[src/rtl/mg_pkg.sv]
package mg_pkg;
  localparam int unsigned HALL_POS = 6;

  typedef struct packed {
    logic       ok;
    logic [2:0] idx;
  } hall_pos_t;

  // Position along the commutation order; 000/111 are not positions
  function automatic hall_pos_t decode_hall(input logic [2:0] code);
    hall_pos_t p;
    p.ok = 1'b1;
    case (code)
      3'b101:  p.idx = 3'd0;
      3'b100:  p.idx = 3'd1;
      3'b110:  p.idx = 3'd2;
      3'b010:  p.idx = 3'd3;
      3'b011:  p.idx = 3'd4;
      3'b001:  p.idx = 3'd5;
      default: begin p.ok = 1'b0; p.idx = 3'd0; end
    endcase
    return p;
  endfunction

  function automatic logic [2:0] pos_next(input logic [2:0] i);
    return (i == 3'(HALL_POS - 1)) ? 3'd0 : i + 3'd1;
  endfunction

  function automatic logic [2:0] pos_prev(input logic [2:0] i);
    return (i == 3'd0) ? 3'(HALL_POS - 1) : i - 3'd1;
  endfunction
endpackage

[src/rtl/mg_tick_timer.sv]
module mg_tick_timer #(
  parameter int unsigned LIMIT = 16
) (
  input  logic clk_i,
  input  logic rst_ni,
  input  logic run_i,
  input  logic clr_i,
  output logic done_o
);
  localparam int unsigned W = (LIMIT > 1) ? $clog2(LIMIT) : 1;
  localparam logic [W-1:0] LAST = W'(LIMIT - 1);

  logic [W-1:0] cnt_q;

  assign done_o = run_i && !clr_i && (cnt_q == LAST);

  always_ff @(posedge clk_i or negedge rst_ni) begin
    if (!rst_ni)                cnt_q <= '0;
    else if (clr_i || !run_i)   cnt_q <= '0;
    else if (cnt_q != LAST)     cnt_q <= cnt_q + 1'b1;
  end

  AST_CNT_BOUND: assert property (@(posedge clk_i) disable iff (!rst_ni)
    !run_i |=> cnt_q == '0);
endmodule

[src/rtl/mg_hall_track.sv]
module mg_hall_track
  import mg_pkg::*;
#(
  parameter int unsigned BWD_STEPS = 2
) (
  input  logic       clk_i,
  input  logic       rst_ni,
  input  logic [2:0] hall_i,
  input  logic       dir_i,
  input  logic       clr_i,
  output logic       motion_o,
  output logic       rev_seen_o
);
  localparam int unsigned CW = $clog2(BWD_STEPS + 1);
  localparam logic [CW-1:0] CMAX = CW'(BWD_STEPS);

  hall_pos_t    cur;
  logic [2:0]   pos_q;
  logic         have_q;
  logic [CW-1:0] bwd_q;
  logic         up, down, fwd_step, bwd_step;

  assign cur      = decode_hall(hall_i);
  assign motion_o = cur.ok && (!have_q || cur.idx != pos_q);
  assign up       = have_q && cur.ok && (cur.idx == pos_next(pos_q));
  assign down     = have_q && cur.ok && (cur.idx == pos_prev(pos_q));
  assign fwd_step = dir_i ? down : up;
  assign bwd_step = dir_i ? up : down;
  assign rev_seen_o = (bwd_q == CMAX);

  always_ff @(posedge clk_i or negedge rst_ni) begin
    if (!rst_ni) begin
      pos_q  <= '0;
      have_q <= 1'b0;
    end else if (cur.ok) begin
      pos_q  <= cur.idx;
      have_q <= 1'b1;
    end
  end

  always_ff @(posedge clk_i or negedge rst_ni) begin
    if (!rst_ni)                       bwd_q <= '0;
    else if (clr_i || fwd_step)        bwd_q <= '0;
    else if (bwd_step && bwd_q != CMAX) bwd_q <= bwd_q + 1'b1;
  end

  AST_BWD_BOUND: assert property (@(posedge clk_i) disable iff (!rst_ni)
    bwd_q <= CMAX);
  AST_FWD_DROPS_REV: assert property (@(posedge clk_i) disable iff (!rst_ni)
    fwd_step |=> !rev_seen_o);
  AST_BAD_CODE_STILL: assert property (@(posedge clk_i) disable iff (!rst_ni)
    !cur.ok |=> $stable(pos_q));
endmodule

[src/rtl/motor_guard.sv]
module motor_guard #(
  parameter int unsigned LOCK_TICKS = 1500,
  parameter int unsigned REL_TICKS  = (LOCK_TICKS / 150 > 0) ? LOCK_TICKS / 150 : 1,
  parameter int unsigned STOP_TICKS = 20,
  parameter int unsigned BWD_STEPS  = 2
) (
  input  logic       clk_i,
  input  logic       rst_ni,
  input  logic [2:0] hall_i,
  input  logic       dir_i,
  input  logic       stop_i,
  input  logic       brake_i,
  input  logic       zero_duty_i,
  input  logic       rev_en_i,
  output logic       hs_inhibit_o,
  output logic       all_off_o
);
  logic driving, motion, rev_seen;
  logic lock_done, rev_done, stop_done, rel_done, release_all;
  logic lock_q, rev_q;

  assign driving     = !stop_i && !brake_i && !zero_duty_i;
  assign release_all = stop_done || rel_done;

  mg_hall_track #(.BWD_STEPS(BWD_STEPS)) i_track (
    .clk_i, .rst_ni, .hall_i, .dir_i,
    .clr_i(stop_done), .motion_o(motion), .rev_seen_o(rev_seen)
  );

  mg_tick_timer #(.LIMIT(LOCK_TICKS)) i_lock_tmr (
    .clk_i, .rst_ni, .run_i(driving), .clr_i(motion), .done_o(lock_done)
  );

  mg_tick_timer #(.LIMIT(LOCK_TICKS)) i_rev_tmr (
    .clk_i, .rst_ni, .run_i(driving && rev_seen), .clr_i(1'b0), .done_o(rev_done)
  );

  mg_tick_timer #(.LIMIT(STOP_TICKS)) i_stop_tmr (
    .clk_i, .rst_ni, .run_i(stop_i), .clr_i(1'b0), .done_o(stop_done)
  );

  mg_tick_timer #(.LIMIT(REL_TICKS)) i_rel_tmr (
    .clk_i, .rst_ni, .run_i(zero_duty_i), .clr_i(1'b0), .done_o(rel_done)
  );

  always_ff @(posedge clk_i or negedge rst_ni) begin
    if (!rst_ni) begin
      lock_q <= 1'b0;
      rev_q  <= 1'b0;
    end else if (release_all) begin
      lock_q <= 1'b0;
      rev_q  <= 1'b0;
    end else begin
      if (lock_done)             lock_q <= 1'b1;
      if (rev_done && rev_en_i)  rev_q  <= 1'b1;
    end
  end

  assign hs_inhibit_o = lock_q;
  assign all_off_o    = rev_q || (rev_en_i && zero_duty_i);

  AST_LOCK_NEEDS_DRIVE: assert property (@(posedge clk_i) disable iff (!rst_ni)
    $rose(hs_inhibit_o) |-> $past(!stop_i && !brake_i && !zero_duty_i));
  AST_LATCH_KEEP: assert property (@(posedge clk_i) disable iff (!rst_ni)
    (hs_inhibit_o && !stop_i && !zero_duty_i) |=> hs_inhibit_o);
  AST_REV_KEEP: assert property (@(posedge clk_i) disable iff (!rst_ni)
    (rev_q && !stop_i && !zero_duty_i) |=> rev_q);
  AST_CLEAR_CAUSE: assert property (@(posedge clk_i) disable iff (!rst_ni)
    $fell(hs_inhibit_o) |-> $past(stop_i || zero_duty_i));
  AST_REV_NEEDS_EN: assert property (@(posedge clk_i) disable iff (!rst_ni)
    $rose(rev_q) |-> $past(rev_en_i && rev_seen));
endmodule

[config.mk]
export PLATFORM = sky130hd
export DESIGN_NAME = motor_guard
export DESIGN_NICKNAME = d
export VERILOG_FILES = /design/src/rtl/mg_pkg.sv /design/src/rtl/mg_tick_timer.sv /design/src/rtl/mg_hall_track.sv /design/src/rtl/motor_guard.sv
export SDC_FILE = /design/constraint.sdc
export NUM_CORES = 1
export LEC_CHECK = 0
export ABC_AREA = 1
export BUFFER_PORTS_ARGS = -buffer_cell sky130_fd_sc_hd__buf_4
export CORE_MARGIN = 1.5
export CORE_UTILIZATION = 31
export DETAILED_ROUTE_END_ITERATION = 8
export PLACE_DENSITY = 0.47
export SKIP_CTS_REPAIR_TIMING = 1
export SLEW_MARGIN = 0
export SYNTH_ARGS = -nofsm -noshare
export SYNTH_HDL_FRONTEND = slang
export SYNTH_SLANG_ARGS = --single-unit
[constraint.sdc]
create_clock -name clk_i -period 1.9 [get_ports clk_i]
set_input_delay 0.38 -clock clk_i [delete_from_list [all_inputs] [get_ports clk_i]]
set_output_delay 0.38 -clock clk_i [all_outputs]
set_load 0.05 [all_outputs]
== Word level (Yosys, flattened, before mapping) ==
Cells that the tools add are included.

* Bits in registers: 39
* Input bits: 10
* Output and inout bits: 2
* Word-level logic and storage cells: 91

* Add/subtract/negate cells: 7
* Equal/unequal tests: 23
* Multiplexer cells: 20
* Reduce and logical (&&, ||, !) cells: 32

{| class="wikitable"
|+ Operators by type and width
! cell !! count
|-
| 2-to-1 mux 11 bit || 4
|-
| adder 11 x 1 -> 11 bit (second input constant) || 2
|-
| equality test 11 bit (second input constant) || 2
|-
| != test 11 bit (second input constant) || 2
|-
| logical AND 1 bit || 15
|-
| one-hot mux 3 bit (5 select lines) || 1
|-
| equality test 3 bit (second input constant) || 4
|-
| 2-to-1 mux 5 bit || 2
|-
| 2-to-1 mux 4 bit || 2
|-
| nonzero test 2 bit || 4
|-
| 2-to-1 mux 1 bit || 7
|-
| equality test 3 x 2 -> 1 bit (second input constant) || 2
|-
| equality test 3 bit || 2
|-
| zero test 1 bit || 6
|-
| 2-to-1 mux 3 bit || 2
|-
| OR reduction 6 bit || 1
|-
| adder 5 x 1 -> 5 bit (second input constant) || 1
|-
| equality test 5 bit (second input constant) || 1
|-
| logical OR 1 bit || 5
|-
| != test 5 bit (second input constant) || 1
|-
| adder 4 x 1 -> 4 bit (second input constant) || 1
|-
| equality test 4 bit (second input constant) || 1
|-
| 2-to-1 mux 2 bit || 2
|-
| != test 2 x 1 -> 1 bit (second input constant) || 2
|-
| 9 further kinds || 10
|}

== Depth between registers and ports, before layout ==
* Word-level depth: 10
* Mapped depth: 13
* Mapped depth without buffers: 13

== Hierarchy ==
Synthesis repeated with hierarchy kept, for this count alone.

* Cells, all modules: 358
* Area total of the unflattened synthesis: 2,502.4 um^2

{| class="wikitable"
|+ Modules (own cells, without submodules)
! module !! instances !! cells an instance !! area an instance (um^2)
|-
| mg_tick_timer at i_lock_tmr ... || 2 || 95 || 659.4
|-
| mg_hall_track || 1 || 85 || 528.0
|-
| mg_tick_timer at i_stop_tmr || 1 || 36 || 294.0
|-
| mg_tick_timer at i_rel_tmr || 1 || 28 || 245.2
|-
| motor_guard || 1 || 19 || 116.4
|}

== Worst setup path before layout ==
No wires, ideal clock.

* Path kind: register -> register
* Start: register i_stop_tmr.cnt_q[0]
* End: register i_track.bwd_q[1]
* Setup time: 0.117 ns
* Arrival: 1.380 ns
* Required time: 1.783 ns
* Path slack: 0.403 ns
* Stages on the path, launching flop included: 9
* Path buffers: 0
* Clock period less this slack: 1.497 ns
* Path through: dfrtp_1 -> ha_1 -> inv_1 -> nor4_1 -> nand2_1 -> nand2_1 -> nor2_2 -> nand3_1 -> nand2_1

* Cells in the longest elaborated chain, start to end: 4
* Elaborated cells on any way between the ends: 5
* Those cells by class: eq/ne (1); mux (1); reduce/logical (3)

{| class="wikitable"
|+ Ends and longest elaborated chain
! element !! RTL line !! text
|-
| start, declared || mg_tick_timer.sv:13 || <nowiki>logic [W-1:0] cnt_q;</nowiki>
|-
| start signal, assigned || mg_tick_timer.sv:20 || <nowiki>else if (cnt_q != LAST) cnt_q <= cnt_q + 1'b1;</nowiki>
|-
| equality test 5 bit (*) || mg_tick_timer.sv:15 || <nowiki>assign done_o = run_i && !clr_i && (cnt_q == LAST);</nowiki>
|-
| logical AND 1 bit (*) || mg_tick_timer.sv:15 ||
|-
| logical OR 1 bit (*) || mg_hall_track.sv:43 || <nowiki>else if (clr_i || fwd_step) bwd_q <= '0;</nowiki>
|-
| 2-to-1 mux 2 bit or nonzero test 2 bit (tied branches) || -- ||
|-
| end signal, assigned || mg_hall_track.sv:44 || <nowiki>else if (bwd_step && bwd_q != CMAX) bwd_q <= bwd_q + 1'b1;</nowiki>
|-
| end, declared || mg_hall_track.sv:20 || <nowiki>logic [CW-1:0] bwd_q;</nowiki>
|}

Every way passes the cells marked *; elsewhere a longest branch is shown, timed or not.
A chain may end at the register's enable or synchronous reset.

== Final worst setup path ==
* Start: register i_stop_tmr.cnt_q[0]
* End: register lock_q (netlist: hs_inhibit_o)

* Cells in the longest elaborated chain, start to end: 4
* Elaborated cells on any way between the ends: 5
* Those cells by class: eq/ne (1); mux (1); reduce/logical (3)

{| class="wikitable"
|+ Ends and longest elaborated chain
! element !! RTL line !! text
|-
| equality test 5 bit (*) || mg_tick_timer.sv:15 ||
|-
| logical AND 1 bit (*) || mg_tick_timer.sv:15 ||
|-
| logical OR 1 bit (*) || motor_guard.sv:23 || <nowiki>assign release_all = stop_done || rel_done;</nowiki>
|-
| 2-to-1 mux 1 bit or nonzero test 2 bit (tied branches) || -- ||
|-
| end signal, assigned || motor_guard.sv:48 || <nowiki>lock_q <= 1'b0;</nowiki>
|-
| end signal, assigned || motor_guard.sv:51 || <nowiki>lock_q <= 1'b0;</nowiki>
|-
| end signal, assigned || motor_guard.sv:54 || <nowiki>if (lock_done) lock_q <= 1'b1;</nowiki>
|-
| end, declared || motor_guard.sv:20 || <nowiki>logic lock_q, rev_q;</nowiki>
|}

Marked as above.

==> impl_metrics.tcl <==
set metrics [dict create \
    via_count 1816 \
    path_max_fanout 3 \
    tritoncts "yes" \
    finalMaxSlewViolations 0 \
    finalClockSkew_ns 0.00360 \
    ys_seq_elements 39 \
    crit_slowest_cell "dfrtp_1" \
    crit_path_start "i_stop_tmr.cnt_q[0]$_DFFE_PN0P_" \
    hold_viol_final 0 \
    dp_cells 388 \
    tightest_slew_ns 0.519 \
    die_y_microns 87.7 \
    h-tree-depth 2 \
    rr_startpoint "i_stop_tmr.cnt_q[0]$_DFFE_PN0P_" \
    dr_wl_met3_microns 104 \
    via_per_inst 4.59 \
    avgSynthCellArea_sq_um 7.95 \
    cts_buffers 5 \
    ys_warn_count 0 \
    route.detailed.drc 0 \
    fp.dieW_microns 87.7 \
    m1WireLength_microns 2300 \
    cts_root_buffer "clkbuf_8" \
    antenna_cells 0 \
    grt_pass1_wl_microns 7900 \
    required_ns 2.08 \
    io_pins 12 \
    startpoint_type "flop" \
    stdcell_count 396 \
    ff_latch_area_sq_um 976 \
    gr-usage-all-layers_pct 12.9 \
    cp_common_cell "nand2_1" \
    multi_input_area_sq_um 1070 \
    hpwlAfterDp_microns 3210 \
    clockBufferDepth 2 \
    synthToLayoutAreaGrowth_pct 13.9 \
    critPathArrivalTime_ns 1.78 \
    fin_nets 315 \
    clock.fmax_mhz 623 \
    rsz0062_at_grt "no" \
    syn-num-nets 296 \
    outcome "complete, no violations" \
    max_cap_violations 0 \
    final_cell_mix "nand2_1 (53), inv_1 (42), dfrtp_1 (39)" \
    grt_pass1_vias 1773 \
    cellLeakagePower_nw 1.16 \
    ir_worst_vdd_v 0.000256 \
    p_per_area_nw_per_um2 714 \
    initial_utilization_pct 32.4 \
    grt_max_degree 40 \
    fin_crit_ns 1.60 \
    numClockSinks 39 \
    finalWirelength_microns 4340 \
    nFillCells 724 \
    endpoint_kind "flop" \
    ant_nets 0 \
    dr_wl_met2_microns 1920 \
    wl_per_cell_microns 11.0 \
    highest_layer "met4" \
    period_share_pct 84.5 \
    rows 30 \
    fin_ws_ns 0.295 \
    synthCells 280 \
    cp_cell_sequence "ha_1 -> inv_1 -> nor4_1 -> nand2_1 -> nand2_1 -> o21ba_2" \
    drt-initial-drc-count 96 \
    final_common_cell "nand2_1" \
    dieArea_sq_um 7700 \
    antenna_found_initial 0 \
    clk_latency_ns 0.28 \
    first_pass_iters 4 \
    seq_area_frac_synth_pct 43.8 \
    path_class "flop to flop" \
    core_area_sq_um 6870 \
    drive_gt1_share_pct 15.0 \
    gp_congestion 0.791 \
    slew_headroom_pct 65.4 \
    hp-class "input pin to asynchronous set/reset pin" \
    critPathMaxStageDelay_ns 0.38 \
    clk_pin_slew_worst_paths_ns 0.08 \
    finalSetupViolCount 0 \
    gr-total-overflow 0 \
    synth.distinct_cells 32 \
    io_buffers 11 \
    place_ws_ns 0.202 \
    finalSetupTns_ns 0 \
    syn_area_sq_um 2230 \
]
## cell usage after synthesis
cell	instances	share of area, %
nand3b_1	1	0.34
a211oi_2	2	1.1
xnor2_1	1	0.39
a21oi_1	20	4.5
nor3_2	6	2.7
o21ai_2	1	0.39
o21ai_0	16	3.6
nand2_4	2	1.0
and2_1	1	0.28
nor2_1	24	4.0
nor3_1	5	1.1
ha_1	6	3.4
and3b_1	1	0.39
inv_2	3	0.51
buf_6	1	0.51
nand2_2	4	1.1
clkinv_1	1	0.17
and3_1	1	0.28
nor3b_1	1	0.34
o22ai_1	1	0.28
nand3_1	27	6.1
inv_1	42	7.1
nor2_2	2	0.56
o21ba_2	1	0.45
nor4_1	4	1.1
nand4_1	6	1.7
nand3_4	1	0.79
mux2i_1	2	0.90
nand3_2	2	0.90
nand2_1	53	8.9
dfrtp_1	39	44
xor2_1	3	1.2
## kinds of logic after synthesis
group	synth area share, %
and+or+nand+nor	31.7
buffers and inverters	8.26
AOI/OAI and AO/OA	10.3
DFF	43.8
adders and majority gates	3.37
xor gates and xnor gates	1.57
muxes	0.899
## layer usage
| layer | GRT usage [%] | vias to the layer above |
|---|---|---|
| li1 | - | 957 |
| met1 | 17.9 | 842 |
| met2 | 20.3 | 15 |
| met3 | 3.20 | 2 |
| met4 | 3.03 | 0 |
| met5 | 0 | - |
## final cells by class
cell class | instances | share of cell area [%]
multi-input combinational | 194 | 42.0
sequential | 39 | 38.5
inverter | 46 | 6.81
tap | 96 | 4.74
timing repair buffer | 13 | 3.85
clock buffer | 7 | 3.80
clock inverter | 1 | 0.296
## metrics by stage
stage          util (%)  cell area [sq um]  hold slack (ns)  total power, mW
6_report           36.9               2540           0.0643             1.81
5_1_grt            36.9               2540           0.0936             1.94
4_1_cts            36.9               2540           0.0820             1.85
3_5_place_dp       35.4               2430            0.402             1.20
3_3_place_gp       35.4               2430            0.407             1.20
2_1_floorplan         -               2230           0.0844             1.11
## critical path: cells and delay by family (launching register included)
family	cells	cell delay, ns
AOI/OAI and AO/OA	1	0.17
and+or+nand+nor	3	0.68
buffers and inverters	1	0.07
adders and majority gates	1	0.21
DFF	1	0.38
## power breakdown
part	switching [mW]	total, mW	internal [mW]	leakage [nW]
registers	0.0307	0.900	0.869	0.520
logic	0.176	0.282	0.106	0.592
clock network	0.298	0.628	0.331	0.0505
total	0.505	1.81	1.31	1.16
## sequential cells by signal, indices dropped and copies added (netlist names)
name / cells
i_track.have_q: 1
i_rev_tmr.cnt_q: 11
i_lock_tmr.cnt_q: 11
i_stop_tmr.cnt_q: 5
i_track.pos_q: 3
i_rel_tmr.cnt_q: 4
i_track.bwd_q: 2
rev_q: 1
hs_inhibit_o: 1
## worst paths after layout
path / slack [ns] / depth (start not counted) / endpoint
setup reg to reg: 0.30 / 6 / hs_inhibit_o$_DFFE_PN0P_
hold / removal: 0.06 / 1 / i_stop_tmr.cnt_q[3]$_DFFE_PN0P_
min in group clk_i: 0.38 / 3 / i_stop_tmr.cnt_q[3]$_DFFE_PN0P_
setup / recovery: 0.30 / 6 / hs_inhibit_o$_DFFE_PN0P_
max in group asynchronous: 1.47 / 1 / i_rev_tmr.cnt_q[2]$_DFFE_PN0P_
hold reg to reg: 0.52 / 1 / hs_inhibit_o$_DFFE_PN0P_
Note: power is estimated with default switching activity, not from simulation.
